<file path="src/rtl/flash_guard_pkg.sv">
package flash_guard_pkg;

  typedef enum logic [1:0] {
    RSEL_CTRL = 2'd0,
    RSEL_MASK = 2'd1,
    RSEL_STAT = 2'd2
  } rsel_e;

  // control register bit positions (software-visible encoding)
  localparam int CB_SWE   = 0;
  localparam int CB_PROG  = 1;
  localparam int CB_ERASE = 2;

  // status register bit position
  localparam int SB_ERR = 0;

  typedef struct packed {
    logic erase;
    logic prog;
    logic swe;
  } ctrl_t;

endpackage

</file>
<file path="src/rtl/fg_addr_window.sv">
module fg_addr_window #(
  parameter int ADDR_W     = 16,
  parameter int FLASH_BASE = 0,
  parameter int FLASH_SIZE = 32768
) (
  input  logic [ADDR_W-1:0] addr,
  output logic              hit
);
  localparam int            EW   = ADDR_W + 1;
  localparam logic [EW-1:0] LO   = EW'(FLASH_BASE);
  localparam logic [EW-1:0] HI   = EW'(FLASH_BASE + FLASH_SIZE);

  logic [EW-1:0] ext;

  always_comb begin
    ext = {1'b0, addr};
    hit = (ext >= LO) && (ext < HI);
  end
endmodule

</file>
<file path="src/rtl/fg_sw_regs.sv">
module fg_sw_regs
  import flash_guard_pkg::*;
#(
  parameter int DATA_W  = 8,
  parameter int NUM_BLK = 8
) (
  input  logic               clk,
  input  logic               rst,
  input  logic               clr,
  input  logic               wr,
  input  logic [1:0]         addr,
  input  logic [DATA_W-1:0]  wdata,
  output ctrl_t              ctrl_q,
  output ctrl_t              ctrl_nxt,
  output logic [NUM_BLK-1:0] mask_q,
  output logic [NUM_BLK-1:0] mask_nxt
);
  logic both_req;

  always_comb begin
    both_req = wdata[CB_PROG] & wdata[CB_ERASE];
    ctrl_nxt = ctrl_q;
    mask_nxt = mask_q;
    if (clr) begin
      ctrl_nxt = '0;
      mask_nxt = '0;
    end else if (wr) begin
      case (rsel_e'(addr))
        RSEL_CTRL: begin
          if (!both_req) begin
            ctrl_nxt.swe   = wdata[CB_SWE];
            ctrl_nxt.prog  = wdata[CB_PROG];
            ctrl_nxt.erase = wdata[CB_ERASE];
          end
        end
        RSEL_MASK: mask_nxt = wdata[NUM_BLK-1:0];
        default: ;
      endcase
    end
  end

  always_ff @(posedge clk) begin
    if (rst) begin
      ctrl_q <= '0;
      mask_q <= '0;
    end else begin
      ctrl_q <= ctrl_nxt;
      mask_q <= mask_nxt;
    end
  end
endmodule

</file>
<file path="src/rtl/fg_err_trap.sv">
module fg_err_trap (
  input  logic clk,
  input  logic rst,
  input  logic clr,
  input  logic busy,
  input  logic rd_hit,
  input  logic exc_entry,
  input  logic exc_is_reset,
  input  logic sleep_exec,
  output logic err_nxt,
  output logic err_q
);
  logic trap;

  always_comb begin
    trap    = busy & (rd_hit | (exc_entry & ~exc_is_reset) | sleep_exec);
    err_nxt = clr ? 1'b0 : (err_q | trap);
  end

  always_ff @(posedge clk) begin
    if (rst) err_q <= 1'b0;
    else     err_q <= err_nxt;
  end
endmodule

</file>
<file path="src/rtl/flash_guard.sv">
module flash_guard
  import flash_guard_pkg::*;
#(
  parameter int ADDR_W     = 16,
  parameter int DATA_W     = 8,
  parameter int NUM_BLK    = 8,
  parameter int FLASH_BASE = 0,
  parameter int FLASH_SIZE = 32768
) (
  input  logic               clk,
  input  logic               rst,
  input  logic               reg_wr,
  input  logic               reg_rd,
  input  logic [1:0]         reg_addr,
  input  logic [DATA_W-1:0]  reg_wdata,
  output logic [DATA_W-1:0]  reg_rdata,
  input  logic               pm_subactive,
  input  logic               pm_subsleep,
  input  logic               pm_standby,
  input  logic               exc_entry,
  input  logic               exc_is_reset,
  input  logic               sleep_exec,
  input  logic               bus_rd,
  input  logic [ADDR_W-1:0]  bus_addr,
  output logic               prog_active,
  output logic               erase_active,
  output logic [NUM_BLK-1:0] blk_erase_en,
  output logic               err_flag
);
  ctrl_t              ctrl_q, ctrl_nxt;
  logic [NUM_BLK-1:0] mask_q, mask_nxt;
  logic               lp_any, busy, win_hit, err_nxt, err_q;
  logic               prog_go, erase_go;
  logic [DATA_W-1:0]  rd_val;

  assign lp_any = pm_subactive | pm_subsleep | pm_standby;
  assign busy   = prog_active | erase_active;

  fg_addr_window #(
    .ADDR_W    (ADDR_W),
    .FLASH_BASE(FLASH_BASE),
    .FLASH_SIZE(FLASH_SIZE)
  ) u_win (
    .addr(bus_addr),
    .hit (win_hit)
  );

  fg_sw_regs #(
    .DATA_W (DATA_W),
    .NUM_BLK(NUM_BLK)
  ) u_regs (
    .clk     (clk),
    .rst     (rst),
    .clr     (lp_any),
    .wr      (reg_wr),
    .addr    (reg_addr),
    .wdata   (reg_wdata),
    .ctrl_q  (ctrl_q),
    .ctrl_nxt(ctrl_nxt),
    .mask_q  (mask_q),
    .mask_nxt(mask_nxt)
  );

  fg_err_trap u_trap (
    .clk         (clk),
    .rst         (rst),
    .clr         (lp_any),
    .busy        (busy),
    .rd_hit      (bus_rd & win_hit),
    .exc_entry   (exc_entry),
    .exc_is_reset(exc_is_reset),
    .sleep_exec  (sleep_exec),
    .err_nxt     (err_nxt),
    .err_q       (err_q)
  );

  assign err_flag = err_q;

  always_comb begin
    prog_go  = ctrl_nxt.swe & ctrl_nxt.prog  & ~err_nxt;
    erase_go = ctrl_nxt.swe & ctrl_nxt.erase & ~err_nxt;
  end

  always_ff @(posedge clk) begin
    if (rst) begin
      prog_active  <= 1'b0;
      erase_active <= 1'b0;
    end else begin
      prog_active  <= prog_go;
      erase_active <= erase_go;
    end
  end

  for (genvar gi = 0; gi < NUM_BLK; gi++) begin : g_blk
    always_ff @(posedge clk) begin
      if (rst) blk_erase_en[gi] <= 1'b0;
      else     blk_erase_en[gi] <= erase_go & mask_nxt[gi];
    end
  end

  always_comb begin
    rd_val = '0;
    case (rsel_e'(reg_addr))
      RSEL_CTRL: begin
        rd_val[CB_SWE]   = ctrl_q.swe;
        rd_val[CB_PROG]  = ctrl_q.prog;
        rd_val[CB_ERASE] = ctrl_q.erase;
      end
      RSEL_MASK: rd_val[NUM_BLK-1:0] = mask_q;
      RSEL_STAT: rd_val[SB_ERR] = err_q;
      default: ;
    endcase
  end

  always_ff @(posedge clk) begin
    if (rst)         reg_rdata <= '0;
    else if (reg_rd) reg_rdata <= rd_val;
  end
endmodule

</file>
<file path="config.mk">
export PLATFORM = sky130hd
export DESIGN_NAME = flash_guard
export DESIGN_NICKNAME = d
export VERILOG_FILES = /design/src/rtl/flash_guard_pkg.sv /design/src/rtl/fg_addr_window.sv /design/src/rtl/fg_sw_regs.sv /design/src/rtl/fg_err_trap.sv /design/src/rtl/flash_guard.sv
export SDC_FILE = /design/constraint.sdc
export NUM_CORES = 1
export LEC_CHECK = 0
export CORE_AREA = 8 8 62 64
export DETAILED_ROUTE_END_ITERATION = 6
export DIE_AREA = 0 0 70 72
export PLACE_DENSITY_LB_ADDON = 0.05
export SYNTH_ARGS = -nofsm -noshare
export SYNTH_HDL_FRONTEND = slang
export SYNTH_SLANG_ARGS = --single-unit
</file>
<file path="constraint.sdc">
create_clock -name clk -period 3.8 [get_ports clk]
set_input_delay 0.76 -clock clk [delete_from_list [all_inputs] [get_ports clk]]
set_output_delay 0.76 -clock clk [all_outputs]
set_load 0.03 [all_outputs]
</file>
## Word level (Yosys, flattened, before mapping)

Cells that the tools add are included.
Widths: inputs -> output; s select.

- Multiplexer cells: 11
- Equality and inequality tests: 2
- Reductions and logical operators: 1
- Bitwise operators: 24
- Magnitude comparators: 1

Operator list:

| kind | count |
|---|---|
| $mux 8 | 3 |
| $and 1x1->1 | 16 |
| $lt 16x16->1 const B | 1 |
| $mux 3 | 4 |
| $or 1x1->1 | 6 |
| $mux 5 | 1 |
| $pmux 2 s2 | 1 |
| $pmux 1 s3 | 1 |
| $eq 2x1->1 const B | 1 |
| $eq 2x2->1 const B | 1 |
| $logic_not 2->1 | 1 |
| $not 1->1 | 2 |
| $mux 1 | 1 |

- Logic and storage cells: 55
- Input bits: 37
- Register bits after elaboration: 30
- Output and inout bits: 19

## Logic depth before layout (Yosys ltp)

Gate-level depths: netlist of the first run.

- Depth in word-level cells: 10
- Mapped depth: 6

## Cells and area by module

A second synthesis of the first run with hierarchy kept.

- Cell total of the unflattened synthesis: 130
- Area, all modules: 1251.2 um^2

Modules (own cells, without submodules):

| module | area an instance (um^2) | seq. area each (um^2) | cells each | times used |
|---|---|---|---|---|
| flash_guard | 671.9 | 360.3 | 64 | 1 |
| fg_sw_regs | 493.0 | 220.2 | 57 | 1 |
| fg_err_trap | 82.6 | 20.0 | 8 | 1 |
| fg_addr_window | 3.8 | 0.0 | 1 | 1 |

## Least setup slack after synthesis of the first run

No wires, ideal clock.

- Path kind: in2reg
- Start point: input port reg_addr[1]
- End point: register blk_erase_en[5]
- Path buffers: 1
- Path slack: 1.910 ns
- Library setup time: 0.115 ns
- Arrival time: 1.775 ns
- Stages on the path: 5
- Cell sequence: buf_4 > or4b_1 > o211ai_2 > a211oi_4 > and2_1

- Word-level cells in the longest chain between the ends: 7
- Elaborated cells between the ends (all ways): 11

RTL lines:

| element | line | RTL |
|---|---|---|
| from (decl) | flash_guard.sv:14 | `input logic [1:0] reg_addr,` |
| $logic_not 2->1 | fg_sw_regs.sv:28 | `case (rsel_e'(addr))` |
| $mux 3 | fg_sw_regs.sv:28 |  |
| $mux 3 | fg_sw_regs.sv:27 | `end else if (wr) begin` |
| $mux 3 | fg_sw_regs.sv:24 | `if (clr) begin` |
| $and 1x1->1 (2 in series) | flash_guard.sv:81 | `erase_go = ctrl_nxt.swe & ctrl_nxt.erase & ~err_nxt;` |
| $and 1x1->1 * | flash_guard.sv:97 | `else blk_erase_en[gi] <= erase_go & mask_nxt[gi];` |
| to (signal, indexed assignment) | flash_guard.sv:97 |  |
| to (decl) | flash_guard.sv:27 | `output logic [NUM_BLK-1:0] blk_erase_en,` |

Mark *: on every way between the ends. The rest lies on a longest branch, timed or not.
A chain may end at the register's enable or synchronous reset.

## Worst setup path in the final report of the first run

- Start point: input port reg_addr[0]
- End point: register blk_erase_en[7]

Same word-level chain as after synthesis.

==> flow_summary.ini, run 1 <==
[outcome]
outcome = complete, no violations

[clocking]
cts_made_buffers = 5
ctsRootBufferMaster = clkbuf_4
cts_tree = built
post_cts_resized = 0
clkSlewWorstSetupHoldPaths_ps = 100
cts.sinks = 30
h-tree-depth = 2
clockBufferDepth = 2
postCtsHoldBufs = 0
post_cts_buffers = 0
clk_latency_ps = 330

[synth]
postSynthAreaPerCell_um2 = 9.69
async_flop_share = 0
ys.flop_type = dfxtp_1
synthSimpleGateAreaFrac = 0.285
netlist.area_leader.share = 0.512
synth_nets = 158
netlist_top_cells_count = dfxtp_1, a21oi_1, nand3_1
yosys-top-cells-area = dfxtp_1, mux2i_1, a21oi_1, nand3_1, and2_1
synth_cells = 121
netlist_area_um2 = 1170
yosys-mux-area-fraction = 0.0598
synth_seq_cells = 30
synth_compound_area_frac = 0.104
synth_top_area_cell = dfxtp_1
synth_edf_count = 0
post-synth-top-count-cell = dfxtp_1
synth_fa_ha_area_frac = 0
synth-xor-area-share = 0
synth_top_family_by_area = simple AND/OR/NAND/NOR gates
seq_area_frac_synth = 0.512
ys_warn_count = 0
synthDistinctLibCells = 27

[timing]
finalCritPeriodShare = 0.614
hold_viol = 0
worstMarginPinSlew_ps = 738
skew_ps = 5.76
setup_viol = 0
relSlewSlack = 0.507
rsz0062_at_grt = no
clock.fmax_ghz = 0.429
finalSetupTns_ps = 0
period_minus_slack_ps = 2330
slew_violations = 0

[pwr]
pwr-share-comb = 0.085
clockPowerShare = 0.354
totalPowerFinal_w = 0.000563
p_leak_nw = 0.576
cellPowerDensity_nw_per_um2 = 344
peakVddDrop_mv = 0.207
p_sw_w = 0.000132
switching_share = 0.234
p_int_w = 0.000431
p_seq_frac = 0.561

[drt]
drt_iter0_drc = 38
dr.pass1.iters = 4
drc_errors = 0
vias_per_cell = 4.91
via_count = 958
ant_nets = 0
routedWlPerCell_um = 13.7
wirelength_mm = 2.67

[floorplanning]
die_h_um = 72
io_pins = 56
die_w_um = 70
dieArea_um2 = 5040
start_util = 0.404
rows = 20
coreArea_um2 = 2900

[layout]
syn2layout_area_growth_pct = 39.5
diodes = 0
design_area_um2 = 1640
drive_gt1_frac = 0.0864
fin_nets = 198
n_fill_cell = 275

[setup_path]
path_max_fanout = 12
end_kind = flop
arrival_ps = 2610
critPathLaunchType = input pin
crit_type = in -> reg
worstPathRequired_ps = 4080

[global_route]
grt_overflow_total = 0
grt_pass1_vias = 1012
antenna_found_initial = 0
grt_max_degree = 15
grt_pass1_wl_mm = 4.46
grtUsageTotal = 0.112

[run]
max_cap_viol_count = 0

[placement]
dp_hpwl_mm = 2.07
port_buffers = 40
gp_congestion = 0.783
place_area_um2 = 1570

[worst_hold_path]
hp-class = reg -> reg
stage by stage:
stage	util	setup slack, ps	cells	hold WS (ps)
6_report	0.563	1470	195	470
5_1_grt	0.563	1330	195	506
4_1_cts	0.563	1460	195	472
3_5_place_dp	0.541	1100	187	457
3_3_place_gp	0.541	1120	187	456
2_1_floorplan	-	1910	121	449
worst max-delay path, stage by stage:
cell,delay [ps]
clkdlybuf4s50_1,700
nor2b_1,660
nand3_1,170
a21oi_1,180
and2_1,140
state kept, by name, indices dropped and copies added (netlist names):
register,cells
reg_rdata,8
u_regs.ctrl_q,3
prog_active,1
erase_active,1
u_regs.mask_q,8
blk_erase_en,8
u_trap.err_q,1
worst paths after layout:
| check | startpoint | to | depth (start not counted) | slack (ps) |
|---|---|---|---|---|
| setup / recovery | reg_addr[0] | blk_erase_en[7] | 5 | 1470 |
| hold / removal | reg_rdata[5] | reg_rdata[5] | 2 | 470 |
| setup reg to reg | u_trap.err_q | erase_active | 4 | 2460 |
| hold reg to reg | reg_rdata[5] | reg_rdata[5] | 2 | 470 |
metal layers:
metal / track usage / wire [um] / vias to the layer above
li1: - / - / 490
met1: 0.118 / 1160 / 426
met2: 0.178 / 1240 / 36
met3: 0.0600 / 215 / 6
met4: 0.0603 / 58 / 0
met5: 0 / 0 / -
power by group through the flow:
stage / clock network [W] / logic [W] / registers [W]
floorplan: 0 / 0.0000220 / 0.000324
global placement: 0 / 0.0000473 / 0.000323
detailed placement: 0 / 0.0000478 / 0.000323
CTS: 0.000208 / 0.0000480 / 0.000316
global route: 0.000218 / 0.0000515 / 0.000316
finish: 0.000199 / 0.0000477 / 0.000316
final cells by class:
cell class	instances	area, um^2	area share
flip-flops and latches	30	601	0.367
multi-input cells	83	526	0.321
repair buffers	40	400	0.245
clock buffers	6	51.3	0.0314
well taps	33	41.3	0.0252
clock inverters	2	12.5	0.00765
inverters	1	3.75	0.00230
cell usage in the layout (no fill, tap or decap), drive strengths merged:
cell	n
nor3	3
or4b	1
a21oi	13
and2	9
inv	1
nand2b	8
clkdlybuf4s50	40
o211ai	1
clkinv	1
clkinvlp	1
nand3	12
nand2	7
nor3b	2
nand3b	1
dfxtp	30
a31oi	1
nor2	11
a21bo	1
nor2b	3
mux2i	7
a211oi	2
nor4b	1
clkbuf	6
cell families after synthesis:
logic type / Yosys count
compound gates: 18
buf+inv: 8
flops: 30
simple gates: 58
mux: 7
Note: power is estimated with default switching activity, not from simulation.
==> inputs of run 2 (changes only) <==
--- a/config.mk
+++ b/config.mk
@@ -5,9 +5,9 @@
 export SDC_FILE = /design/constraint.sdc
 export NUM_CORES = 1
 export LEC_CHECK = 0
-export CORE_AREA = 8 8 62 64
+export CORE_AREA = 8 8 64 66
 export DETAILED_ROUTE_END_ITERATION = 6
-export DIE_AREA = 0 0 70 72
+export DIE_AREA = 0 0 72 74
 export PLACE_DENSITY_LB_ADDON = 0.05
 export SYNTH_ARGS = -nofsm -noshare
 export SYNTH_HDL_FRONTEND = slang
==> constraint.sdc (replaced) <==
create_clock -name clk -period 2.35 [get_ports clk]
set_input_delay 0.47 -clock clk [delete_from_list [all_inputs] [get_ports clk]]
set_output_delay 0.47 -clock clk [all_outputs]
set_load 0.03 [all_outputs]
==> flow_summary.ini, run 2 (same netlist as run 1, synthesis figures left out) <==
[placement]
place_area_um2 = 1630
gp_congestion = 0.786
dp_hpwl_mm = 2.18
port_buffers = 40

[setup_path]
arrival_ps = 2170
r2r-start = u_trap.err_q
path_max_fanout = 9
critPathLaunchType = input pin
crit_chain = clkdlybuf4s50_1 > nor4b_4 > o211ai_2 > a211oi_4 > nor2b_1
cp_slowest_stage_delay_ps = 600
cpMaxStageDelayCell = clkdlybuf4s50_1
r2r_cells = 4
end_kind = flop
r2r_end = erase_active
r2r_setup_slack_ps = 1040
crit_type = in -> reg
worstPathRequired_ps = 2610

[worst_hold_path]
hp-class = reg -> reg
worstHoldStart = reg_rdata[3]
holdPathEnd = reg_rdata[3]
worstHoldPathCells = 2

[clocking]
postCtsHoldBufs = 0
cts_tree = built
post_cts_buffers = 0
post_cts_resized = 0
cts_made_buffers = 5
h-tree-depth = 2
ctsRootBufferMaster = clkbuf_4
clockBufferDepth = 2
clkSlewWorstSetupHoldPaths_ps = 90
clk_latency_ps = 320
cts.sinks = 30

[layout]
layout_common_cells = clkdlybuf4s50_1, dfxtp_1, a21oi_1, nand3_1, nor2_1
drive_gt1_frac = 0.108
layout_commonest_cell = clkdlybuf4s50_1
diodes = 0
design_area_um2 = 1690
fin_util = 0.530
fin_nets = 203
syn2layout_area_growth_pct = 43.8
top_regs = blk_erase_en: 8 flops, reg_rdata: 8 flops, u_regs.mask_q: 8 flops

[outcome]
outcome = complete, no violations

[global_route]
grt_max_degree = 15
grt_pass1_wl_mm = 4.46
grt_overflow_total = 0
grtUsageTotal = 0.109
antenna_found_initial = 0
grt_pass1_vias = 989

[drt]
dr.pass1.iters = 4
drc_errors = 0
wirelength_mm = 2.78
via_count = 974
ant_nets = 0
vias_per_cell = 4.57
drt_iter0_drc = 35
routedWlPerCell_um = 13.0

[timing]
period_minus_slack_ps = 1910
finalCritPeriodShare = 0.813
clock.fmax_ghz = 0.524
hold_viol = 0
slew_violations = 0
rsz0062_at_grt = no
setup_viol = 0
relSlewSlack = 0.707
finalSetupTns_ps = 0
whs_ps = 474
worstMarginPinSlew_ps = 438
skew_ps = 6.64

[floorplanning]
dieArea_um2 = 5330
rows = 21
start_util = 0.369
die_w_um = 72
die_h_um = 74
coreArea_um2 = 3180
io_pins = 56

[pwr]
peakVddDrop_mv = 0.251
p_int_w = 0.000703
pwr-share-comb = 0.093
p_leak_nw = 0.601
p_sw_w = 0.000202
p_seq_frac = 0.564
cellPowerDensity_nw_per_um2 = 537
clockPowerShare = 0.344
switching_share = 0.223

[run]
max_cap_viol_count = 0
==> run 2: cell count changes in the layout (fill, tap and decap cells not counted) <==
cell / before / now
clkbuf_1: 0 / 1
clkinvlp_4: 1 / 0
buf_4: 0 / 5
==> run 2: layer usage <==
metal  up-vias  GRT usage  routed length, um
li1        498          -                  -
met1       441      0.111               1180
met2        30      0.174               1300
met3         5     0.0660                250
met4         0     0.0522                 47
met5         -          0                  0
==> run 2: metrics by stage <==
stage / power, W / worst slack (ps) / cells
global route: 0.000948 / 312 / 213
detailed placement: 0.000606 / 107 / 205
floorplan: 0.000559 / 750 / 121
CTS: 0.000923 / 430 / 213
finish: 0.000905 / 440 / 213
global placement: 0.000605 / 115 / 205
==> run 2: cell type report <==
type / count / area, um^2
Inverter: 1 / 3.75
Clock buffer: 7 / 55.1
Clock inverter: 1 / 5.00
Timing Repair Buffer: 45 / 438
Tap cell: 46 / 57.6
Fill cell: 307 / 1490
Multi-Input combinational cell: 83 / 526
Sequential cell: 30 / 601
==> run 2: power by group through the flow <==
stage	sequential [W]	clock (W)	combinational [W]
after global routing	0.000511	0.000347	0.0000903
after CTS	0.000510	0.000328	0.0000840
after floorplan	0.000524	0	0.0000355
final	0.000510	0.000311	0.0000838
after global placement	0.000522	0	0.0000826
after detailed placement	0.000522	0	0.0000836
==> run 2: worst max-delay path, delay by kind of cell <==
| family | cells | cell delay, ps |
|---|---|---|
| buf+inv | 1 | 600 |
| compound gates | 2 | 560 |
| simple gates | 2 | 540 |
==> run 2: worst max-delay path by stage <==
stage | startpoint | end | slack, ps
floorplan | reg_addr[1] | blk_erase_en[5] | 750
global placement | reg_addr[1] | erase_active | 120
finish | reg_addr[1] | erase_active | 440
CTS | u_trap.err_q | err_flag | 430
detailed placement | reg_addr[1] | erase_active | 110
global route | reg_addr[1] | erase_active | 310
==> inputs of run 3 (changes only) <==
==> constraint.sdc (replaced) <==
create_clock -name clk -period 1.8 [get_ports clk]
set_input_delay 0.36 -clock clk [delete_from_list [all_inputs] [get_ports clk]]
set_output_delay 0.36 -clock clk [all_outputs]
set_load 0.03 [all_outputs]
==> flow_summary.ini, run 3 (same netlist as run 1, synthesis figures left out) <==
[outcome]
outcome = complete, no violations

[timing]
rsz0062_at_grt = no
finalCritPeriodShare = 0.952
relSlewSlack = 0.720
setup_viol = 0
clock.fmax_ghz = 0.583
period_minus_slack_ps = 1710
worstMarginPinSlew_ps = 418
hold_viol = 0
skew_ps = 4.12
fin_ws_ps = 85.6
slew_violations = 0

[drt]
via_count = 1007
routedWlPerCell_um = 12.8
vias_per_cell = 4.58
wirelength_mm = 2.81
dr.pass1.iters = 4
drt_iter0_drc = 68
ant_nets = 0
drc_errors = 0

[setup_path]
critPathLaunchType = input pin
cp_slowest_stage_delay_ps = 570
startpoint = reg_addr[1]
crit_type = in -> reg
r2r-start = u_trap.err_q
path_buf_inv = 2
worstPathRequired_ps = 2020
path_max_fanout = 8
cpMaxStageDelayCell = or4b_1
crit_chain = clkdlybuf4s50_1 > or4b_1 > o211ai_2 > a211oi_4 > buf_4 > and2_1
arrival_ps = 1930
critPathTopFamily = simple AND/OR/NAND/NOR gates
end_kind = flop

[placement]
port_buffers = 40
dp_hpwl_mm = 2.22
gp_congestion = 0.792
place_ws_ps = -248
place_area_um2 = 1690

[floorplanning]
rows = 21
start_util = 0.369
io_pins = 56
dieArea_um2 = 5330
die_h_um = 74
coreArea_um2 = 3180
die_w_um = 72

[global_route]
grt_pass1_vias = 1015
grt_max_degree = 15
grt_overflow_total = 0
grt_pass1_wl_mm = 4.45
antenna_found_initial = 0
grtUsageTotal = 0.110

[pwr]
cellPowerDensity_nw_per_um2 = 666
p_leak_nw = 0.662
peakVddDrop_mv = 0.306

[layout]
layout_common_cells = clkdlybuf4s50_1, dfxtp_1, buf_4, a21oi_1, nand3_1
multiInputGateArea_um2 = 532
design_area_um2 = 1750
seqCellArea_um2 = 601
fin_nets = 212
drive_gt1_frac = 0.149
layout_commonest_cell = clkdlybuf4s50_1
diodes = 0
n_fill_cell = 296
top_regs = blk_erase_en: 8 flops, reg_rdata: 8 flops, u_regs.mask_q: 8 flops
fin_util = 0.551
syn2layout_area_growth_pct = 49.5

[clocking]
post_cts_buffers = 0
cts.sinks = 30
postCtsHoldBufs = 0
clkSlewWorstSetupHoldPaths_ps = 80
clockBufferDepth = 2
cts_tree = built
ctsRootBufferMaster = clkbuf_4
post_cts_resized = 0
cts_made_buffers = 5
h-tree-depth = 2
clk_latency_ps = 320

[run]
max_cap_viol_count = 0

[worst_hold_path]
hp-class = reg -> reg
worstHoldStart = reg_rdata[7]
==> run 3: cell types whose count changed in the layout (fill, tap and decap cells not counted), sizes merged <==
cell           previous run  this run
buf                       5        14
clkbuf                    7         6
clkdlybuf4s50            40        39
clkinv                    1         0
dlymetal6s2s              0         1
==> run 3: cell type report <==
type / instances / share of cell area
clock buffers: 6 / 0.0293
inverters: 1 / 0.00214
multi-input cells: 83 / 0.303
flip-flops and latches: 30 / 0.343
well taps: 46 / 0.0328
repair buffers: 54 / 0.290
==> run 3: path summary, 6_finish.rpt <==
| check | end | depth (start not counted) | slack [ps] |
|---|---|---|---|
| min reg2reg | reg_rdata[7] | 2 | 470 |
| max reg2reg | blk_erase_en[1] | 6 | 540 |
| max | blk_erase_en[5] | 6 | 90 |
| min | reg_rdata[7] | 2 | 470 |
==> run 3: metal layers <==
layer | global-route usage | wire, um | part of all wire
met2 | 0.182 | 1320 | 0.47
met4 | 0.0476 | 51 | 0.018
met3 | 0.0647 | 288 | 0.10
met1 | 0.110 | 1140 | 0.41
met5 | 0 | 0 | 0
==> run 3: power by group <==
part,switching [W],total (W),internal (W)
sequential,0.00000109,0.000666,0.000665
clock,0.000204,0.000380,0.000176
combinational,0.0000482,0.000121,0.0000730
==> run 3: tightest hold or removal path: stages, from the launching register on <==
cell and delay [ps]:
dfxtp_1 320, nand2b_1 60, a21oi_1 50
==> run 3: metrics by stage <==
step                hold WS (ps)  total power (W)  cells  setup TNS (ps)
floorplan                    449         0.000730    121               0
global placement             454         0.000800    214           -2090
detailed placement           462         0.000801    214           -2200
CTS                          477          0.00118    220               0
global route                 492          0.00122    220               0
finish                       473          0.00117    220               0
